--- config.mk ---
export PLATFORM = sky130hd
export DESIGN_NAME = rtc_irq_unit
export DESIGN_NICKNAME = d
export VERILOG_FILES = /design/src/rtl/rtc_irq_pkg.sv /design/src/rtl/rtc_rate_div.sv /design/src/rtl/rtc_flag_bank.sv /design/src/rtl/rtc_irq_merge.sv /design/src/rtl/rtc_irq_unit.sv
export SDC_FILE = /design/constraint.sdc
export NUM_CORES = 1
export LEC_CHECK = 0
export BUFFER_PORTS_ARGS = -buffer_cell sky130_fd_sc_hd__buf_4
export CAP_MARGIN = 20
export CORE_MARGIN = 4
export CORE_UTILIZATION = 46
export CTS_CLUSTER_SIZE = 10
export DETAILED_ROUTE_END_ITERATION = 10
export GPL_ROUTABILITY_DRIVEN = 1
export HOLD_SLACK_MARGIN = 0.12
export PLACE_DENSITY_LB_ADDON = 0.08
export SETUP_SLACK_MARGIN = 0.02
export SLEW_MARGIN = 20
export SYNTH_ARGS = -nofsm -noshare
export SYNTH_HDL_FRONTEND = slang
export SYNTH_SLANG_ARGS = --single-unit
--- constraint.sdc ---
create_clock -name clk -period 2 [get_ports clk]
set_input_delay 0.2 -clock clk [delete_from_list [all_inputs] [get_ports clk]]
set_output_delay 0.2 -clock clk [all_outputs]
set_load 0.01 [all_outputs]
--- src/rtl/rtc_irq_pkg.sv ---
package rtc_irq_pkg;
  localparam int NSRC     = 3;
  localparam int STAT_W   = 8;
  localparam int SUM_BIT  = 7;
  localparam int FLAG_LSB = 4;
  // source index i maps to status bit FLAG_LSB+i
  localparam int SRC_UPD  = 0;
  localparam int SRC_ALM  = 1;
  localparam int SRC_PER  = 2;
  typedef logic [NSRC-1:0] src_vec_t;
endpackage

--- src/rtl/rtc_rate_div.sv ---
module rtc_rate_div #(
  parameter int CNT_W = 15,
  parameter int RS_W  = 4
) (
  input  logic            clk,
  input  logic            rst_n,
  input  logic            tick,
  input  logic [RS_W-1:0] rate,
  output logic            pulse
);
  logic [CNT_W-1:0] cnt;
  logic [RS_W-1:0]  eff;
  logic [CNT_W-1:0] mask;

  // codes 1 and 2 fall back to the fastest usable taps
  always_comb begin
    eff = rate;
    if (rate == RS_W'(1))      eff = RS_W'(3);
    else if (rate == RS_W'(2)) eff = RS_W'(4);
  end

  always_comb begin
    if (rate == '0) mask = '0;
    else            mask = (CNT_W'(1) << (eff - RS_W'(1))) - CNT_W'(1);
  end

  always_ff @(posedge clk or negedge rst_n) begin
    if (!rst_n)    cnt <= '0;
    else if (tick) cnt <= cnt + CNT_W'(1);
  end

  assign pulse = tick && (rate != '0) && ((cnt & mask) == mask);
endmodule

--- src/rtl/rtc_flag_bank.sv ---
module rtc_flag_bank
  import rtc_irq_pkg::*;
(
  input  logic     clk,
  input  logic     rst_n,
  input  src_vec_t evt,
  input  logic     rd,
  output src_vec_t flags
);
  for (genvar i = 0; i < NSRC; i++) begin : g_flag
    always_ff @(posedge clk or negedge rst_n) begin
      if (!rst_n)      flags[i] <= 1'b0;
      else if (evt[i]) flags[i] <= 1'b1;
      else if (rd)     flags[i] <= 1'b0;
    end

    assert_event_sets_R2: assert property (@(posedge clk) disable iff (!rst_n)
      evt[i] |=> flags[i]);
  end

  assert_clear_on_read_R7: assert property (@(posedge clk) disable iff (!rst_n)
    (rd && evt == '0) |=> flags == '0);

  assert_kept_on_read_R8: assert property (@(posedge clk) disable iff (!rst_n)
    (rd && evt != '0) |=> flags != '0);

  assert_hold_R10: assert property (@(posedge clk) disable iff (!rst_n)
    (!rd && evt == '0) |=> $stable(flags));
endmodule

--- src/rtl/rtc_irq_merge.sv ---
module rtc_irq_merge
  import rtc_irq_pkg::*;
(
  input  src_vec_t            flags,
  input  src_vec_t            en,
  output logic [STAT_W-1:0]   stat,
  output logic                irq_n
);
  logic hit;
  assign hit = |(flags & en);

  always_comb begin
    stat = '0;
    for (int i = 0; i < NSRC; i++) stat[FLAG_LSB+i] = flags[i];
    stat[SUM_BIT] = hit;
  end

  assign irq_n = ~hit;
endmodule

--- src/rtl/rtc_irq_unit.sv ---
module rtc_irq_unit
  import rtc_irq_pkg::*;
#(
  parameter int CNT_W = 15,
  parameter int RS_W  = 4
) (
  input  logic            clk,
  input  logic            rst_n,
  input  logic            base_tick,
  input  logic [RS_W-1:0] rate_sel,
  input  logic            ena_periodic,
  input  logic            ena_alarm,
  input  logic            ena_update,
  input  logic            alarm_hit,
  input  logic            update_end,
  input  logic            stat_rd,
  output logic [7:0]      stat_c,
  output logic            irq_n
);
  logic     per_pulse;
  src_vec_t evt, en, flags;

  rtc_rate_div #(.CNT_W(CNT_W), .RS_W(RS_W)) u_div (
    .clk(clk), .rst_n(rst_n), .tick(base_tick), .rate(rate_sel), .pulse(per_pulse)
  );

  always_comb begin
    evt = '0;
    evt[SRC_PER] = per_pulse;
    evt[SRC_ALM] = alarm_hit;
    evt[SRC_UPD] = update_end;
    en = '0;
    en[SRC_PER] = ena_periodic;
    en[SRC_ALM] = ena_alarm;
    en[SRC_UPD] = ena_update;
  end

  rtc_flag_bank u_bank (
    .clk(clk), .rst_n(rst_n), .evt(evt), .rd(stat_rd), .flags(flags)
  );

  rtc_irq_merge u_merge (
    .flags(flags), .en(en), .stat(stat_c), .irq_n(irq_n)
  );

  assert_rate_off_quiet_R5: assert property (@(posedge clk) disable iff (!rst_n)
    (rate_sel == '0 && stat_rd) |=> !stat_c[FLAG_LSB+SRC_PER]);

  assert_irq_held_R10: assert property (@(posedge clk) disable iff (!rst_n)
    (!irq_n && !stat_rd && $stable({ena_periodic, ena_alarm, ena_update}))
      |=> !irq_n);

  assert_update_sets_R3: assert property (@(posedge clk) disable iff (!rst_n)
    update_end |=> stat_c[FLAG_LSB+SRC_UPD]);
endmodule

* Word level (Yosys, flattened, before mapping)
Cells that the tools add are included.
** Cells by class
- Add/subtract/negate cells :: 3
- Eq/ne operators :: 3
- Shift-type cells :: 1
- Multiplexer cells :: 7
- Bitwise logic cells :: 3
- Reductions and logical operators :: 8
** Operator list (number)
- adder 15 x 1 -> 15 bit, second input constant :: 1
- AND 15 bit :: 1
- equality test 15 bit :: 1
- 2-to-1 mux 15 bit :: 1
- << shifter 1 x 4 -> 15 bit, first input constant :: 1
- subtractor 15 x 2 -> 15 bit, second input constant :: 1
- 2-to-1 mux 4 bit :: 2
- nonzero test 2 bit :: 3
- equality test 4 x 1 -> 1 bit, second input constant :: 1
- equality test 4 x 2 -> 1 bit, second input constant :: 1
- logical NOT 4 bit :: 1
- 2-to-1 mux 1 bit :: 4
- nonzero test 4 bit :: 1
- subtractor 4 x 1 -> 4 bit, second input constant :: 1
- AND 3 bit :: 1
- OR reduction 3 bit :: 1
- logical AND 1 bit :: 2
- inverter 1 bit :: 1
** Word-level totals
- Register bits :: 18
- Input bits :: 13
- Output and inout bits :: 9
- Logic and storage cells :: 29

* Logic depth before layout (Yosys ltp)
Gate-level depths: netlist of the first run.
- Depth after elaboration :: 11
- Depth in mapped cells :: 6

* Modules after synthesis
A second synthesis of the first run with hierarchy kept.
** Unflattened totals
- Cell total of the unflattened synthesis :: 122
- Area total of the unflattened synthesis :: 1144.8 µm²
** By module, submodules not included
- rtc_rate_div :: instances 1, cells an instance 104, area each 965.9 µm², seq. area each 375.4 µm²
- rtc_flag_bank :: instances 1, cells an instance 7, area each 101.3 µm², seq. area each 75.1 µm²
- rtc_irq_merge :: instances 1, cells an instance 11, area each 77.6 µm², seq. area each 0.0 µm²

* Least setup slack after synthesis of the first run
Ideal clock, no wire load.
- Path kind :: input to register
- From :: in rate_sel[1]
- To :: reg u_bank.flags[2]
- Arrival :: 1.352 ns
- Required time :: 1.878 ns
- Path slack :: 0.527 ns
- Stages :: 6
- Buffers on the path :: 1
- Cells stage by stage :: buf_6 or3_4 a211o_1 o311ai_1 nor3_1 a32o_1
** On the way
- Word-level cells in the longest chain between the ends :: 11
- Elaborated cells between the ends (all ways) :: 16
- Those cells by class :: add/sub (2); eq/ne (3); shift (1); mux (4); bitwise (1); reduce/logical (5)
** RTL lines
- start: declaration :: RTL line rtc_irq_unit.sv:10 : input logic [RS_W-1:0] rate_sel,
- equality test 4 x 2 -> 1 bit :: RTL line rtc_rate_div.sv:19 : else if (rate == RS_W'(2)) eff = RS_W'(4);
- 2-to-1 mux 4 bit :: RTL line rtc_rate_div.sv:19
- 2-to-1 mux 4 bit :: RTL line rtc_rate_div.sv:18 : if (rate == RS_W'(1)) eff = RS_W'(3);
- subtractor 4 x 1 -> 4 bit :: RTL line rtc_rate_div.sv:24 : else mask = (CNT_W'(1) << (eff - RS_W'(1))) - CNT_W'(1);
- << shifter 1 x 4 -> 15 bit :: RTL line rtc_rate_div.sv:24
- subtractor 15 x 2 -> 15 bit :: RTL line rtc_rate_div.sv:24
- 2-to-1 mux 15 bit :: RTL line rtc_rate_div.sv:23 : if (rate == '0) mask = '0;
- AND 15 bit :: RTL line rtc_rate_div.sv:32 : assign pulse = tick && (rate != '0) && ((cnt & mask) == mask);
- equality test 15 bit :: RTL line rtc_rate_div.sv:32
- logical AND 1 bit (*) :: RTL line rtc_rate_div.sv:32
- 2-to-1 mux 1 bit or nonzero test 2 bit (tied branches)
- end signal: indexed assignment :: RTL line rtc_flag_bank.sv:12 : if (!rst_n) flags[i] <= 1'b0;
- end signal: indexed assignment :: RTL line rtc_flag_bank.sv:13 : else if (evt[i]) flags[i] <= 1'b1;
- end signal: indexed assignment :: RTL line rtc_flag_bank.sv:14 : else if (rd) flags[i] <= 1'b0;
- end: declaration :: RTL line rtc_flag_bank.sv:8 : output src_vec_t flags
Mark *: on every way between the ends. The rest lies on a longest branch, timed or not.
A chain may end at the register's enable or synchronous reset.

* Worst setup path in the final report of the first run
- From :: in base_tick
- To :: reg u_bank.flags[2]
** On the way
- Word-level cells in the longest chain between the ends :: 3
- Elaborated cells between the ends (all ways) :: 4
- Those cells by class :: mux (1); reduce/logical (3)
** RTL lines
- start: declaration :: RTL line rtc_irq_unit.sv:9 : input logic base_tick,
- logical AND 1 bit (*) (2 in series) :: RTL line rtc_rate_div.sv:32
- 2-to-1 mux 1 bit or nonzero test 2 bit (tied branches)
Marks and branches as above.

==> flow_summary.json, run 1 <==
{
  "status": "finished, final reports clean",
  "worstSkewPairLatency_ns": 0.29,
  "ys.warnings.count": 0,
  "synth_top_family_by_area": "simple AND/OR/NAND/NOR gates",
  "yosysSeqAreaShare_pct": 40.9,
  "ys_types": 39,
  "grt_use_total_pct": 15.0,
  "synth-xor-area-share_pct": 11.1,
  "clock_sinks": 18,
  "via_count": 941,
  "p_total_w": 0.000989,
  "wl_per_cell_um": 13.2,
  "core_sq_mm": 0.00225,
  "synth_fa_ha_area_share_pct": 2.27,
  "clockBufferDepth": 2,
  "dp_hpwl_mm": 1.63,
  "arrival_ns": 1.89,
  "grt_max_degree": 19,
  "synth-main-ff-cell": "dfrtp_1",
  "initial_core_util_pct": 48.8,
  "routabilityCongestion": 0.935,
  "end_kind": "register",
  "drt-total-wl_mm": 2.21,
  "synth.avg_cell_area_sq_um": 9.03,
  "fin_crit_sh_pct": 82.6,
  "antenna_found_initial": 0,
  "dieArea_sq_mm": 0.00324,
  "row_count": 17,
  "r2r_cells": 5,
  "finalSetupViolCount": 0,
  "synth_most_common_cell": "dfrtp_1",
  "cts_buffers": 3,
  "holdPathStages": 3,
  "slew_headroom_pct": 66.1,
  "synth-compound-area-share_pct": 14.3,
  "drtIter0Drc": 26,
  "synth_top_area_share_pct": 40.9,
  "io_pins": 22,
  "syn_inst": 122,
  "reg2reg_from": "u_div.cnt[0]",
  "avgViaCountPerCell": 5.63,
  "synth_edf_count": 0,
  "final.setup.tns_ns": 0,
  "portBuffers": 17,
  "drv_cap": 0,
  "drive_gt1_share_pct": 15.8,
  "hold_class": "in2reg",
  "synth_area_leaders": "dfrtp_1 (41%), xnor2_1 (8.0%), buf_4 (3.4%), nand2_1 (3.4%), xor2_1 (3.2%)",
  "grt_pass1_vias": 945,
  "finalMaxSlewViolations": 0,
  "n_antenna_cell": 0,
  "ys_ff_latch": 18,
  "synth-simple-area-share_pct": 21.6,
  "period_needed_ns": 1.65,
  "die_x_um": 56.9,
  "hold_viol_final": 0,
  "worstMarginPinSlew_ns": 0.504,
  "rsz0062_at_grt": "false",
  "n_fill_cell": 221,
  "cts_max_level": 1,
  "root_buffer": "clkbuf_4",
  "cts_tree": "built",
  "critical_path.startpoint": "base_tick",
  "grt_pass1_wl_mm": 3.89,
  "ys_async_sr_fraction_pct": 100,
  "fp.dieH_um": 56.9,
  "final_antenna_net_count": 0,
  "fin_worst_skew_ns": 0.00239,
  "path_clk_slew_ns": 0.10,
  "required_ns": 2.24,
  "fmax_mhz": 605,
  "postCtsResizedCells": 0,
  "netlist_top_cells_count": "dfrtp_1 (18), nand2_1 (10), xnor2_1 (10)",
  "dr.pass1.iters": 4,
  "p_leak_nw": 0.575,
  "areaGrowthSynthToFinish_pct": 15.5,
  "synth_top_area_cell": "dfrtp_1",
  "synthMuxAreaShare_pct": 1.02,
  "path_class": "in2reg",
  "power_per_cell_area_mw_per_mm2": 778,
  "grt_overflow": 0,
  "drc_errors": 0,
  "min-delay-start": "stat_rd",
  "cp-start-kind": "input pin",
  "peakVddDrop_uv": 515,
  "syn_area_sq_mm": 0.00110,
  "crit_fanout": 7,
  "nNetsFinal": 156
}
-- sequential cells by signal, summed over array words and instances, names as in the netlist --
signal,flops
u_div.cnt,15
u_bank.flags,3
-- worst paths after layout --
kind,endpoint,slack [ns]
hold / removal,u_bank.flags[1],0.22
min in group asynchronous,u_bank.flags[2],0.30
max in group asynchronous,u_div.cnt[5],1.50
hold reg to reg,u_div.cnt[14],0.48
setup / recovery,u_bank.flags[2],0.35
setup reg to reg,u_bank.flags[2],0.46
-- kinds of logic (layout without fill, tap and decap cells) --
family	after synthesis	after routing
other cells	2	6
mux	1	1
fa+ha+maj	2	2
compound gates	23	23
buf+inv	16	29
simple gates	46	46
xor+xnor	14	14
flops	18	18
-- per-layer routing --
layer	share of wire (%)	GRT usage, %
met5	0	0
met4	2.1	7.95
met2	48	24.6
met3	8.1	4.60
met1	42	17.4
-- worst max-delay path: stages --
cell and delay (ns):
dlygate4sd3_1 0.52, buf_4 0.14, o211ai_1 0.09, nor2_1 0.09, or4b_1 0.46, nor3_1 0.20, a32o_1 0.18
-- layout by cell type (no fill, tap or decap), types with 3 or more instances in the layout --
cell           count
dfrtp_1           18
buf_4             17
nand2_1           10
xnor2_1           10
nor2_1             9
nand3_1            6
a21oi_1            6
conb_1             6
nand4_1            5
inv_1              4
xor2_1             4
dlygate4sd3_1      4
o21ai_0            3
nor3_1             3
nor4_1             3
clkbuf_4           3
-- metrics by stage --
step	utilization (%)	hold slack (ns)	cells	setup slack (ns)	area, sq um
finish	56.4	0.216	167	0.348	1270
global route	56.4	0.217	167	0.272	1270
CTS	55.9	0.122	166	0.465	1260
detailed placement	53.6	0.0826	160	0.443	1210
global placement	53.6	0.0781	160	0.459	1210
floorplan	-	-0.0956	126	0.527	1120
-- power breakdown --
group / switching, W / internal (W) / total, W
clock: 0.000108 / 0.0000700 / 0.000178
combinational: 0.000122 / 0.000143 / 0.000265
sequential: 0.000109 / 0.000437 / 0.000546
-- area by class of cell --
cell class | instances | area, sq um | share of cell area [%]
inverter | 5 | 18.8 | 1.48
multi-input combinational | 92 | 577 | 45.4
clock buffer | 3 | 22.5 | 1.77
sequential | 18 | 450 | 35.4
timing repair buffer | 21 | 168 | 13.2
tap | 28 | 35.0 | 2.76
-- timing repair --
item	4_1_cts	5_1_grt
hold endpoints to repair	20	1
hold buffers	3	1
buffers inserted	0	0
Note: power is estimated with default switching activity, not from simulation.
==> run 2: changes to the inputs <==
Settings changed: ABC_AREA set to 1.
Clock period 2 ns to 1.4 ns, I/O delays scaled along.
==> run 2 against run 1 <==
The flow now finishes with violations (setup timing). Clock-buffer cell count grew 1. Cell area grew 39%. Clock skew grew 0.00080 ns. First-iteration DRC count grew to 5.2 times the previous value. Power grew 85%. Wire length grew 40%. Critical endpoint is now u_div.cnt[12]. Sequential share of layout area shrank 10 points. Synthesized area grew 34%. Setup slack lost 0.41 ns. Via count grew 44%. Sequential power grew 40%. Core utilization grew 1.6 points.
==> flow_summary.json, run 2 <==
{
  "finalMaxSlewViolations": 0,
  "dp_hpwl_mm": 2.47,
  "row_count": 20,
  "n_antenna_cell": 0,
  "ys_types": 24,
  "final_util_pct": 58.0,
  "p_leak_nw": 0.974,
  "synth.avg_cell_area_sq_um": 7.10,
  "wl_per_cell_um": 10.9,
  "period_needed_ns": 1.46,
  "reg2reg_slack_ns": -0.06,
  "clockBufferDepth": 2,
  "grt_use_total_pct": 15.8,
  "power_per_cell_area_mw_per_mm2": 1030,
  "grt_overflow": 0,
  "hold_class": "in2reg",
  "largest_register": "u_div.cnt",
  "grt_pass1_wl_mm": 5.40,
  "slowest_delay_ns": 0.38,
  "drc_errors": 0,
  "hold_slack_ns": 0.138,
  "top_layer_used": "met4",
  "critical-path-top-delay-family": "simple AND/OR/NAND/NOR gates",
  "peakVddDrop_uv": 874,
  "synth_area_leaders": "dfrtp_1 (30%), nand2_1 (14%), nor2_1 (6.4%), xor2_1 (5.9%), nand4_1 (5.5%)",
  "routabilityCongestion": 0.918,
  "syn_inst": 208,
  "worstSkewPairLatency_ns": 0.29,
  "synth_top_area_cell": "dfrtp_1",
  "path_clk_slew_ns": 0.10,
  "drtIter0Drc": 134,
  "ys_ff_latch": 18,
  "grt_pass1_vias": 1324,
  "status": "finished with violations",
  "violations": "setup timing",
  "path_class": "reg2reg",
  "dr.pass1.iters": 6,
  "netlist_top_cells_count": "nand2_1 (57), nor2_1 (25), inv_1 (21)",
  "clock_sinks": 18,
  "synth_edf_count": 0,
  "drv_cap": 0,
  "crit_fanout": 4,
  "fin_worst_skew_ns": 0.00320,
  "critPathSlowestCell": "dfrtp_1",
  "end_kind": "register",
  "synth-main-ff-cell": "dfrtp_1",
  "fmax_mhz": 686,
  "ys_async_sr_fraction_pct": 100,
  "layout_setup_ws_ns": -0.0571,
  "largest_reg_flops": 15,
  "core_sq_mm": 0.00305,
  "cts_tree": "built",
  "wl_met2_mm": 1.58,
  "yosysSeqAreaShare_pct": 30.5,
  "via_count": 1355,
  "wl_met1_mm": 1.40,
  "rsz0062_at_grt": "true",
  "io_pins": 22,
  "required_ns": 1.58,
  "drive_gt1_share_pct": 24.6,
  "syn_area_sq_mm": 0.00148,
  "finalSetupViolCount": 5,
  "cts_max_level": 1,
  "fp.dieH_um": 64.7,
  "drt-total-wl_mm": 3.10,
  "synth_top_area_share_pct": 30.5,
  "antenna_found_initial": 0,
  "arrival_ns": 1.64,
  "final_antenna_net_count": 0,
  "hold_viol_final": 0,
  "nNetsFinal": 256,
  "portBuffers": 17,
  "n_fill_cell": 304,
  "wl_met3_um": 99,
  "avgViaCountPerCell": 4.77,
  "ys.warnings.count": 0,
  "crit_buf_inv": 0,
  "dieArea_sq_mm": 0.00418,
  "die_x_um": 64.7,
  "root_buffer": "clkbuf_4",
  "initial_core_util_pct": 48.4,
  "cp-start-kind": "register",
  "p_total_w": 0.00183,
  "grt_max_degree": 19,
  "cts_buffers": 3,
  "top_regs": "u_div.cnt x15, u_bank.flags x3",
  "areaGrowthSynthToFinish_pct": 19.7,
  "synth_most_common_cell": "nand2_1",
  "final_common_cell": "nand2_1",
  "crit_chain": "ha_1 -> nand4_1 -> nor2_2 -> nand3_2 -> nor3_4 -> nand3_1 -> xnor2_1",
  "fin_crit_sh_pct": 104,
  "most-common-layout-cells": "nand2_1 (57), buf_4 (28), nor2_1 (25)",
  "multi_input_area_sq_um": 845,
  "seq_area_sq_um": 450
}
==> run 2: changes by cell type in the layout (fill, tap and decap cells not counted), moves of 5 or more <==
| cell | delta |
|---|---|
| nand2_1 | +47 |
| nand2_4 | +5 |
| xor2_1 | +6 |
| inv_1 | +17 |
| buf_4 | +11 |
| xnor2_1 | -8 |
| nor2_1 | +16 |
| nand3_1 | +9 |
| nor2_4 | +5 |
| nand4_1 | +8 |
==> run 2: kinds of logic (layout without fill, tap and decap cells) <==
kind of cell | Yosys count | in the layout | share of synthesized area (%)
AND/OR/NAND/NOR | 131 | 131 | 44.5
other | 2 | 6 | 0.508
buffers and inverters | 38 | 66 | 13.7
AO/OA/AOI/OAI | 5 | 5 | 2.03
flip-flops | 18 | 18 | 30.5
XOR/XNOR | 12 | 12 | 7.11
adder cells (fa/ha/maj) | 2 | 2 | 1.69
==> run 2: area by class of cell <==
class	count	area share (%)
repair buffers	34	15.3
well taps	44	3.11
flip-flops and latches	18	25.5
multi-input cells	156	47.7
clock buffers	4	2.05
inverters	28	6.36
==> run 2: final timing paths <==
check,start,endpoint,cells past startpoint
max,u_div.cnt[0],u_div.cnt[12],7
min in group asynchronous,rst_n,u_bank.flags[1],2
max reg2reg,u_div.cnt[0],u_div.cnt[12],7
max in group asynchronous,rst_n,u_div.cnt[2],2
min,base_tick,u_div.cnt[1],3
min reg2reg,u_bank.flags[0],u_bank.flags[0],1
==> run 2: power by group <==
part / internal, W / leakage [nW] / switching (W)
logic: 0.000330 / 0.747 / 0.000418
clock network: 0.000159 / 0.0210 / 0.000158
registers: 0.000653 / 0.207 / 0.000111
==> run 2: what timing repair did <==
| item | CTS | global route |
|---|---|---|
| setup endpoints to repair | 5 | 8 |
| buffers inserted | 1 | 1 |
| pin swaps | 2 | 1 |
| hold buffers | 6 | 0 |
| endpoints found under the hold margin | 22 | 0 |
| gates resized for setup | 0 | 1 |
==> run 2: per-layer routing <==
metal | track usage, % | up-vias
li1 | - | 702
met1 | 18.5 | 620
met2 | 30.8 | 27
met3 | 1.56 | 6
met4 | 3.43 | 0
met5 | 0 | -
==> run 2: worst min-delay path, stage by stage <==
cell	delay [ns]
buf_4	0.14
nand2_1	0.05
o21ai_0	0.06
==> run 2: per-stage QoR <==
stage	area, sq um	worst slack, ns	std cells	TNS, ns
after floorplan	1490	-0.0101	212	-0.0101
after global placement	1650	0.00146	272	0
after detailed placement	1650	-0.0399	272	-0.0649
after CTS	1760	-0.0570	283	-0.150
after global routing	1770	-0.188	284	-0.957
final	1770	-0.0571	284	-0.194
